<file path="config.mk">
export PLATFORM = sky130hd
export DESIGN_NAME = flash_status_gen
export DESIGN_NICKNAME = d
export VERILOG_FILES = /design/src/rtl/flash_status_gen.sv
export SDC_FILE = /design/constraint.sdc
export NUM_CORES = 1
export LEC_CHECK = 0
export BUFFER_PORTS_ARGS = -buffer_cell sky130_fd_sc_hd__buf_2
export CORE_UTILIZATION = 57
export CTS_BUF_LIST = sky130_fd_sc_hd__clkbuf_8 sky130_fd_sc_hd__clkbuf_16
export DETAILED_ROUTE_END_ITERATION = 7
export GPL_TIMING_DRIVEN = 0
export PLACE_DENSITY = 0.85
export SYNTH_ARGS = -nofsm -noshare
export SYNTH_HDL_FRONTEND = slang
export SYNTH_SLANG_ARGS = --single-unit
</file>
<file path="constraint.sdc">
create_clock -name clk -period 3.1 [get_ports clk]
set_input_delay 0.465 -clock clk [delete_from_list [all_inputs] [get_ports clk]]
set_output_delay 0.465 -clock clk [all_outputs]
set_load 0.01 [all_outputs]
</file>
<file path="src/rtl/flash_status_gen.sv">
`timescale 1ns/1ps
module flash_status_gen #(
  parameter int ADDR_W   = 12,
  parameter int SEC_BITS = 3,
  parameter int CLK_MHZ  = 200,
  parameter int PROG_US  = 1,
  parameter int ERASE_US = 100,
  localparam int NSEC    = 2**SEC_BITS
) (
  input  logic              clk,
  input  logic              rst_n,
  input  logic              ce_n,
  input  logic              oe_n,
  input  logic [ADDR_W-1:0] addr,
  input  logic [7:0]        arr_data,
  input  logic              prog_start,
  input  logic              erase_start,
  input  logic [NSEC-1:0]   erase_sel,
  input  logic              suspend_req,
  input  logic              resume_req,
  input  logic              op_done,
  input  logic [NSEC-1:0]   prot_mask,
  output logic [7:0]        dq,
  output logic              ryby_pull
);
  localparam int PROG_CYC  = CLK_MHZ * PROG_US;
  localparam int ERASE_CYC = CLK_MHZ * ERASE_US;
  localparam int MAXC      = (PROG_CYC > ERASE_CYC) ? PROG_CYC : ERASE_CYC;
  localparam int CW        = $clog2(MAXC + 1);

  typedef enum logic [2:0] {
    S_IDLE, S_PROG, S_ERASE, S_SUSP, S_SPROG, S_FPROG, S_FERASE, S_FSPROG
  } st_t;

  st_t st, st_n;
  logic [CW-1:0]       cnt, cnt_n;
  logic [NSEC-1:0]     sel, sel_n;
  logic                rd, rd_q, t6, t2;
  logic [SEC_BITS-1:0] sec, sec_q;

  assign rd  = !ce_n && !oe_n;
  assign sec = addr[ADDR_W-1 -: SEC_BITS];

  wire [NSEC-1:0] live    = erase_sel & ~prot_mask;
  wire            tgt_prot = prot_mask[sec];
  wire            busy    = st inside {S_PROG, S_ERASE, S_SPROG, S_FPROG, S_FERASE, S_FSPROG};
  wire            erasing = st inside {S_ERASE, S_SUSP, S_SPROG};
  wire            rd_end  = rd_q && !rd;
  wire            status  = busy || (st == S_SUSP && sel[sec]);

  assign dq        = !rd ? 8'h00 : status ? {1'b0, t6, 1'b0, 2'b00, t2, 2'b00} : arr_data;
  assign ryby_pull = busy;

  always_comb begin
    st_n  = st;
    cnt_n = cnt;
    sel_n = sel;
    case (st)
      S_IDLE:
        if (prog_start) begin
          if (tgt_prot) begin
            st_n  = S_FPROG;
            cnt_n = CW'(PROG_CYC - 1);
          end else st_n = S_PROG;
        end else if (erase_start) begin
          if (live == '0) begin
            st_n  = S_FERASE;
            cnt_n = CW'(ERASE_CYC - 1);
            sel_n = '0;
          end else begin
            st_n  = S_ERASE;
            sel_n = live;
          end
        end
      S_PROG:
        if (op_done) st_n = S_IDLE;
      S_ERASE:
        if (op_done) begin
          st_n  = S_IDLE;
          sel_n = '0;
        end else if (suspend_req) st_n = S_SUSP;
      S_SUSP:
        if (resume_req) st_n = S_ERASE;
        else if (prog_start) begin
          if (tgt_prot) begin
            st_n  = S_FSPROG;
            cnt_n = CW'(PROG_CYC - 1);
          end else st_n = S_SPROG;
        end
      S_SPROG:
        if (op_done) st_n = S_SUSP;
      S_FPROG, S_FERASE, S_FSPROG:
        if (cnt == '0) st_n = (st == S_FSPROG) ? S_SUSP : S_IDLE;
        else cnt_n = cnt - 1'b1;
      default: st_n = S_IDLE;
    endcase
  end

  always_ff @(posedge clk or negedge rst_n) begin
    if (!rst_n) begin
      st    <= S_IDLE;
      cnt   <= '0;
      sel   <= '0;
      rd_q  <= 1'b0;
      sec_q <= '0;
      t6    <= 1'b0;
      t2    <= 1'b0;
    end else begin
      st   <= st_n;
      cnt  <= cnt_n;
      sel  <= sel_n;
      rd_q <= rd;
      if (rd) sec_q <= sec;
      if (rd_end && busy) t6 <= !t6;
      if (rd_end && erasing && sel[sec_q]) t2 <= !t2;
    end
  end
endmodule


</file>
==> results of run 1 <==
==> cell usage in the layout (no fill, tap or decap), types with 5 or more instances in the layout <==
master,count
a21oi_1,9
and3_1,6
buf_2,46
clkbuf_8,6
dfrtp_1,32
inv_1,10
mux2_2,5
mux4_2,6
nand2_1,19
nand2b_1,12
nor2_1,20
nor3_1,9
o21ai_0,10
o31ai_1,10
==> worst max path at each step <==
stage,cells past startpoint,slack [ps],endpoint,startpoint
3_3_place_gp,8,310,dq[2],addr[9]
4_1_cts,7,240,dq[6],sel[7]
3_5_place_dp,8,270,dq[6],addr[9]
5_1_grt,7,60,dq[6],sel[7]
2_1_floorplan,6,510,dq[2],addr[9]
6_report,7,280,dq[6],sel[7]
==> report_power, final <==
group,switching [W],leakage [nW],internal (W)
sequential,0.000138,0.396,0.000575
combinational,0.000570,0.693,0.000451
clock,0.000162,0.0486,0.000177
==> sequential cells by signal, summed over array words and instances (netlist names) <==
signal,count
cnt,15
sel,8
sec_q,3
rd_q,1
t6,1
st,3
t2,1
==> Yosys cell counts, drive strengths merged (2+ instances only) <==
master	instances
a2111oi	2
a21oi	10
a221o	3
a22o	2
a22oi	2
a31oi	2
a32oi	2
and2	3
and3	6
buf	7
clkbuf	4
dfrtp	32
inv	9
mux2	5
mux2i	4
mux4	6
nand2	19
nand2b	12
nand3	4
nand4	4
nor2	21
nor2b	2
nor3	9
nor4	4
o21ai	10
o22a	2
o311ai	2
o31ai	10
o32ai	2
or2	2
or3	4
xnor2	2
==> final cells by class <==
class                   count  area (sq um)
clock inverters             2          11.3
multi-input cells         175          1240
inverters                   9          33.8
well taps                  46          57.6
clock buffers               6          82.6
flip-flops and latches     32           801
fillers                   279           952
repair buffers             43           215
plain buffers              11          75.1
==> layer usage <==
metal  track usage  wire [um]  vias up  share of wire
met2         0.430       2310       68           0.46
met5             0          0        -              0
li1              -          -      967              -
met3        0.0688        319        9          0.064
met1         0.391       2310      968           0.46
met4        0.0938         70        0          0.014
==> cells by family after synthesis <==
group / count (synthesis) / synth area share
buffers and inverters: 20 / 0.0506
adder cells (fa/ha/maj): 1 / 0.00582
flip-flops: 32 / 0.373
AND/OR/NAND/NOR: 94 / 0.229
AO/OA/AOI/OAI: 62 / 0.222
XOR/XNOR: 3 / 0.0122
multiplexers: 15 / 0.108
==> per-stage QoR <==
step | cell area [sq um] | utilization
floorplan | 2150 | -
global placement | 2420 | 0.698
detailed placement | 2420 | 0.698
CTS | 2520 | 0.725
global route | 2520 | 0.725
finish | 2520 | 0.725
==> flow_metrics.env, run 1 <==
export IMPL_total_power_w=0.00207
export IMPL_rrSetupSlack_ps=690
export IMPL_hold_buffers=0
export IMPL_numCtsBuffers=5
export IMPL_drc_errors=0
export IMPL_avgSynthCellArea_sq_um=9.47
export IMPL_maxCapViolCount=0
export IMPL_grt_pass1_wl_um=8750
export IMPL_setup_slack_ps=277
export IMPL_post_drt_wl_per_cell_um=15.5
export IMPL_initial_core_util=0.620
export IMPL_finalSetupViolations=0
export IMPL_detailedPlace_worstSlack_ps=265
export IMPL_ys_seq_area_frac=0.373
export IMPL_die_area_sq_um=4020
export IMPL_firstDrtPassIters=4
export IMPL_cp_arrival_ps=2360
export IMPL_cp_end_kind="output pin"
export IMPL_diodes=0
export IMPL_vias=2012
export IMPL_cp_required_ps=2630
export IMPL_crit_fanout=10
export IMPL_powerDensity_nw_per_um2=824
export IMPL_instances_no_fill=324
export IMPL_clockBufferDepth=2
export IMPL_hpwl_um=3750
export IMPL_startpoint_type="register"
export IMPL_synth_area_leaders="dfrtp_1 37%, mux4_2 6.3%, nand2b_1 3.5%"
export IMPL_worst_hold_slack_ps=212
export IMPL_synthToLayoutAreaGrowth_pct=17.1
export IMPL_syn_inst=227
export IMPL_reg2reg_from="cnt[0]"
export IMPL_h_tree_depth=2
export IMPL_grtUsageTotal=0.282
export IMPL_drive_gt1_frac=0.263
export IMPL_ys_seq_elements=32
export IMPL_io_buffers=43
export IMPL_slew_headroom=0.531
export IMPL_hold_violations=0
export IMPL_ys_async_sr_fraction=1.00
export IMPL_crit_buf_inv=1
export IMPL_routed_wl_um=5010
export IMPL_cp_cell_sequence="mux4_2 > mux2i_1 > nand3_1 > a21oi_4 > nor2_1 > a2111oi_0 > buf_2"
export IMPL_r2r_end="cnt[14]"
export IMPL_drt_iter0_drc=214
export IMPL_antenna_found_initial=0
export IMPL_synthDistinctLibCells=57
export IMPL_post_cts_buffers=0
export IMPL_crit_family="compound AO/OA/AOI/OAI gates"
export IMPL_status="finished, final reports clean"
export IMPL_clock_sinks=32
export IMPL_fp_coreArea_sq_um=3470
export IMPL_gp_congestion=0.909
export IMPL_synth_ff_type="dfrtp_1"
export IMPL_rsz0062_at_grt="no"
export IMPL_peakVddDrop_v=0.000399
export IMPL_post_route_min_period_ps=2820
export IMPL_clk_latency_ps=300
export IMPL_yosysWarnings=0
export IMPL_dp_cells=316
export IMPL_setup_tns_ps=0
export IMPL_ctsResizeCount=0
export IMPL_final_nets=323
export IMPL_clkTransAtPathRegs_ps=80
export IMPL_root_buffer="clkbuf_8"
export IMPL_worst_pin_slew_ps=703
export IMPL_ios=54
export IMPL_syn_nets=273
export IMPL_cts_tree="yes"
export IMPL_period_share=0.911
export IMPL_clock_skew_ps=12.5
export IMPL_power_leakage_nw=1.14
export IMPL_criticalPathCategory="register to output pin"
export IMPL_antenna_left=0
export IMPL_grt_overflow=0
export IMPL_yosysTopAreaCell="dfrtp_1"
export IMPL_die_w_um=63.4
export IMPL_synth_top_cell_area_share=0.373
export IMPL_slowest_stage="mux4_2"
export IMPL_grt_max_degree=33
export IMPL_slowest_delay_ps=470
export IMPL_dieHeight_um=63.4
export IMPL_grt_pass1_vias=1934
export IMPL_synth_edff_count=0
export IMPL_reg2reg_depth=7
export IMPL_holdCritPathClass="input port to async pin"
export IMPL_placementRows=21
export IMPL_drv_slew=0
export IMPL_fmax_ghz=0.354
export IMPL_avgViaCountPerCell=6.21
export IMPL_netlist_area_sq_um=2150
(Power assumes the default switching activity.)
==> run 2, diff against run 1 <==
==> constraint.sdc (replaced) <==
create_clock -name clk -period 3.1 [get_ports clk]
set_input_delay 0.465 -clock clk [delete_from_list [all_inputs] [get_ports clk]]
set_output_delay 0.465 -clock clk [all_outputs]
set_load 0.05 [all_outputs]
==> flow_metrics.env, run 2 (same netlist as run 1, synthesis figures left out) <==
export IMPL_firstDrtPassIters=5
export IMPL_antenna_left=0
export IMPL_crit_fanout=10
export IMPL_finalSetupViolations=0
export IMPL_antenna_found_initial=0
export IMPL_drive_gt1_frac=0.260
export IMPL_hold_violations=0
export IMPL_die_area_sq_um=4020
export IMPL_power_leakage_nw=1.13
export IMPL_hold_buffers=0
export IMPL_post_drt_wl_per_cell_um=15.7
export IMPL_worst_pin_slew_ps=704
export IMPL_numCtsBuffers=5
export IMPL_final_common_cell="buf_2"
export IMPL_clock_sinks=32
export IMPL_grtUsageTotal=0.276
export IMPL_final_nets=323
export IMPL_rrSetupSlack_ps=600
export IMPL_period_share=0.941
export IMPL_startpoint_type="register"
export IMPL_dp_cells=316
export IMPL_total_power_w=0.00212
export IMPL_clk_latency_ps=280
export IMPL_grt_pass1_wl_um=8670
export IMPL_criticalPathCategory="register to output pin"
export IMPL_fmax_ghz=0.343
export IMPL_cts_tree="yes"
export IMPL_die_w_um=63.4
export IMPL_register_area_sq_um=801
export IMPL_cp_arrival_ps=2450
export IMPL_grt_max_degree=33
export IMPL_placementRows=21
export IMPL_status="finished, final reports clean"
export IMPL_io_buffers=43
export IMPL_holdCritPathClass="input port to async pin"
export IMPL_drc_errors=0
export IMPL_powerDensity_nw_per_um2=846
export IMPL_ios=54
export IMPL_multi_input_area_sq_um=1240
export IMPL_cp_end_kind="output pin"
export IMPL_setup_slack_ps=182
export IMPL_grt_pass1_vias=1900
export IMPL_detailedPlace_worstSlack_ps=173
export IMPL_top_register="cnt"
export IMPL_clock_skew_ps=4.46
export IMPL_largest_register_ffs=15
export IMPL_diodes=0
export IMPL_post_route_min_period_ps=2920
export IMPL_vias=2011
export IMPL_slew_headroom=0.531
export IMPL_synthToLayoutAreaGrowth_pct=16.6
export IMPL_instances_no_fill=323
export IMPL_dieHeight_um=63.4
export IMPL_clkTransAtPathRegs_ps=70
export IMPL_mostFrequentLayoutCells="44 x buf_2, 32 x dfrtp_1, 20 x nor2_1"
export IMPL_routed_wl_um=5060
export IMPL_peakVddDrop_v=0.000377
export IMPL_drt_iter0_drc=169
export IMPL_root_buffer="clkbuf_8"
export IMPL_fp_coreArea_sq_um=3470
export IMPL_reg_top3="cnt (15), sel (8)"
export IMPL_clockBufferDepth=2
export IMPL_hpwl_um=3820
export IMPL_cp_required_ps=2630
export IMPL_avgViaCountPerCell=6.23
export IMPL_initial_core_util=0.620
export IMPL_h_tree_depth=2
export IMPL_maxCapViolCount=0
export IMPL_gp_congestion=0.917
export IMPL_fillers=289
export IMPL_grt_overflow=0
export IMPL_drv_slew=0
-- run 2: critical path: stages, from the launching register on --
cell and delay (ps):
dfrtp_1 410, mux4_2 480, mux2i_1 150, nand3_1 140, a21oi_4 270, nor2_1 60, a2111oi_1 350, clkbuf_4 310
-- run 2: what timing repair did --
action | in CTS | in global routing
resized for setup | 0 | 3
setup buffers | 0 | 0
setup endpoints to repair | 0 | 2
-- run 2: layer usage --
metal  vias to the layer above  global-route usage  share of wire
li1                        968                   -              -
met1                       959               0.388           0.44
met2                        73               0.430           0.48
met3                        11              0.0489          0.064
met4                         0              0.0938          0.015
met5                         -                   0              0
-- run 2: final cells by class --
cell class,count,share of cell area
multi-input combinational,175,0.496
timing repair buffer,43,0.0878
clock inverter,2,0.00349
clock buffer,5,0.0274
inverter,9,0.0135
sequential,32,0.319
tap,46,0.0230
buffer,11,0.0299
-- run 2: power by group --
part	switching [W]	internal (W)	total [W]
Sequential	0.000137	0.000575	0.000712
Combinational	0.000656	0.000455	0.00111
Clock	0.000149	0.000149	0.000298
Total	0.000942	0.00118	0.00212
-- run 2: path summary, 6_finish.rpt --
path                         startpoint      to  cells after the start
setup / recovery                 sel[7]   dq[2]                      7
max in group asynchronous         rst_n  cnt[5]                      1
hold reg to reg                      t6      t6                      1
min in group clk           erase_sel[6]  sel[6]                      3
setup reg to reg                 cnt[0]  cnt[3]                      8
hold / removal                    rst_n      t6                      1
-- run 2: metrics by stage --
| stage | hold WS (ps) | cell area [sq um] | utilization | setup TNS, ps |
|---|---|---|---|---|
| finish | 229 | 2510 | 0.723 | 0 |
| global route | 299 | 2510 | 0.723 | -1.52 |
| CTS | 261 | 2500 | 0.722 | 0 |
| detailed placement | 470 | 2420 | 0.699 | 0 |
| global placement | 458 | 2420 | 0.699 | 0 |
| floorplan | 169 | 2150 | - | -1260 |
==> run 3, diff against run 2 <==
--- a/config.mk
+++ b/config.mk
@@ -11,6 +11,7 @@
 export DETAILED_ROUTE_END_ITERATION = 7
 export GPL_TIMING_DRIVEN = 0
 export PLACE_DENSITY = 0.85
+export RECOVER_POWER = 25
 export SYNTH_ARGS = -nofsm -noshare
 export SYNTH_HDL_FRONTEND = slang
 export SYNTH_SLANG_ARGS = --single-unit
==> flow_metrics.env, run 3 (same netlist as run 1, synthesis figures left out) <==
export IMPL_startpoint_type="register"
export IMPL_initial_core_util=0.620
export IMPL_numCtsBuffers=5
export IMPL_dieHeight_um=63.4
export IMPL_grt_max_degree=33
export IMPL_fp_coreArea_sq_um=3470
export IMPL_hold_buffers=0
export IMPL_final_common_cell="buf_2"
export IMPL_drv_slew=33
export IMPL_hpwl_um=3820
export IMPL_period_share=0.941
export IMPL_violations="max-capacitance violations, max-slew violations"
export IMPL_largest_register_ffs=15
export IMPL_die_w_um=63.4
export IMPL_detailedPlace_worstSlack_ps=173
export IMPL_clock_sinks=32
export IMPL_avgViaCountPerCell=6.22
export IMPL_peakVddDrop_v=0.000377
export IMPL_cp_end_kind="output pin"
export IMPL_maxCapViolCount=1
export IMPL_post_route_min_period_ps=2920
export IMPL_drive_gt1_frac=0.256
export IMPL_worst_pin_slew_ps=1690
export IMPL_slew_headroom=-0.129
export IMPL_holdCritPathClass="input port to register"
export IMPL_clockBufferDepth=2
export IMPL_finalSetupViolations=0
export IMPL_fmax_ghz=0.343
export IMPL_ios=54
export IMPL_grt_overflow=0
export IMPL_clock_skew_ps=4.46
export IMPL_grtUsageTotal=0.276
export IMPL_status="finished with violations"
export IMPL_mostFrequentLayoutCells="43 x buf_2, 32 x dfrtp_1, 20 x nor2_1"
export IMPL_fin_util=0.723
export IMPL_routed_wl_um=5060
export IMPL_vias=2010
export IMPL_firstDrtPassIters=5
export IMPL_criticalPathCategory="register to output pin"
export IMPL_drc_errors=0
export IMPL_die_area_sq_um=4020
export IMPL_placementRows=21
export IMPL_synthToLayoutAreaGrowth_pct=16.6
export IMPL_clk_latency_ps=280
export IMPL_cp_required_ps=2630
export IMPL_final_nets=323
export IMPL_top_register="cnt"
export IMPL_reg_top3="cnt (15), sel (8)"
export IMPL_clkTransAtPathRegs_ps=70
export IMPL_gp_congestion=0.917
export IMPL_setup_slack_ps=182
export IMPL_powerDensity_nw_per_um2=846
export IMPL_power_leakage_nw=1.13
export IMPL_grt_pass1_vias=1900
export IMPL_drt_iter0_drc=169
export IMPL_cts_tree="yes"
export IMPL_grt_pass1_wl_um=8670
export IMPL_diodes=0
export IMPL_post_drt_wl_per_cell_um=15.7
export IMPL_io_buffers=43
export IMPL_h_tree_depth=2
export IMPL_root_buffer="clkbuf_8"
export IMPL_antenna_found_initial=0
export IMPL_cp_arrival_ps=2450
export IMPL_hold_violations=0
export IMPL_crit_fanout=10
export IMPL_antenna_left=0
run 3: cell types whose count changed in the layout (fill, tap and decap cells not counted):
cell	previous run	this run
clkbuf_1	4	5
buf_2	44	43
run 3: layer usage:
metal,vias up,GRT usage,part of all wire
met5,-,0,0
met3,11,0.0489,0.063
met4,0,0.0938,0.015
met1,958,0.388,0.44
met2,73,0.430,0.48
li1,968,-,-
run 3: path summary, 6_finish.rpt:
check                              from     end  slack, ps  cells past startpoint
max                              sel[7]   dq[2]        180                      7
max reg2reg                      cnt[0]  cnt[3]        600                      8
min reg2reg                          t6      t6        480                      1
min                        erase_sel[6]  sel[6]        450                      3
min in group asynchronous         rst_n      t6        620                      1
max in group asynchronous         rst_n  cnt[5]       1500                      1
run 3: through the flow:
stage / setup TNS, ps / std cells / power, W / area (sq um) / hold WS (ps)
floorplan: -1260 / 227 / 0.00156 / 2150 / 169
global placement: 0 / 316 / 0.00178 / 2420 / 458
detailed placement: 0 / 316 / 0.00182 / 2420 / 470
CTS: 0 / 323 / 0.00212 / 2500 / 261
global route: -1.52 / 323 / 0.00227 / 2510 / 467
finish: 0 / 323 / 0.00212 / 2510 / 453
run 3: what timing repair did:
action,in CTS,in global routing
buffers inserted,0,0
gates resized for setup,0,3
endpoints found under the hold margin,0,0
setup endpoints to repair,0,2
run 3: power by group:
part	switching, W	total (W)	internal [W]	leakage (nW)
sequential	0.000137	0.000712	0.000575	0.396
clock	0.000149	0.000298	0.000149	0.0452
combinational	0.000656	0.00111	0.000455	0.690
total	0.000942	0.00212	0.00118	1.13
run 3: worst max-delay path: stages (launching register included):
cell and delay, ps:
dfrtp_1 410, mux4_2 480, mux2i_1 150, nand3_1 140, a21oi_4 270, nor2_1 60, a2111oi_1 350, clkbuf_4 310
run 3: area by class of cell:
cell class,count,area (sq um)
fillers,290,962
clock inverters,2,8.76
clock buffers,5,68.8
plain buffers,11,75.1
multi-input cells,175,1240
repair buffers,43,219
inverters,9,33.8
well taps,46,57.6
flip-flops and latches,32,801
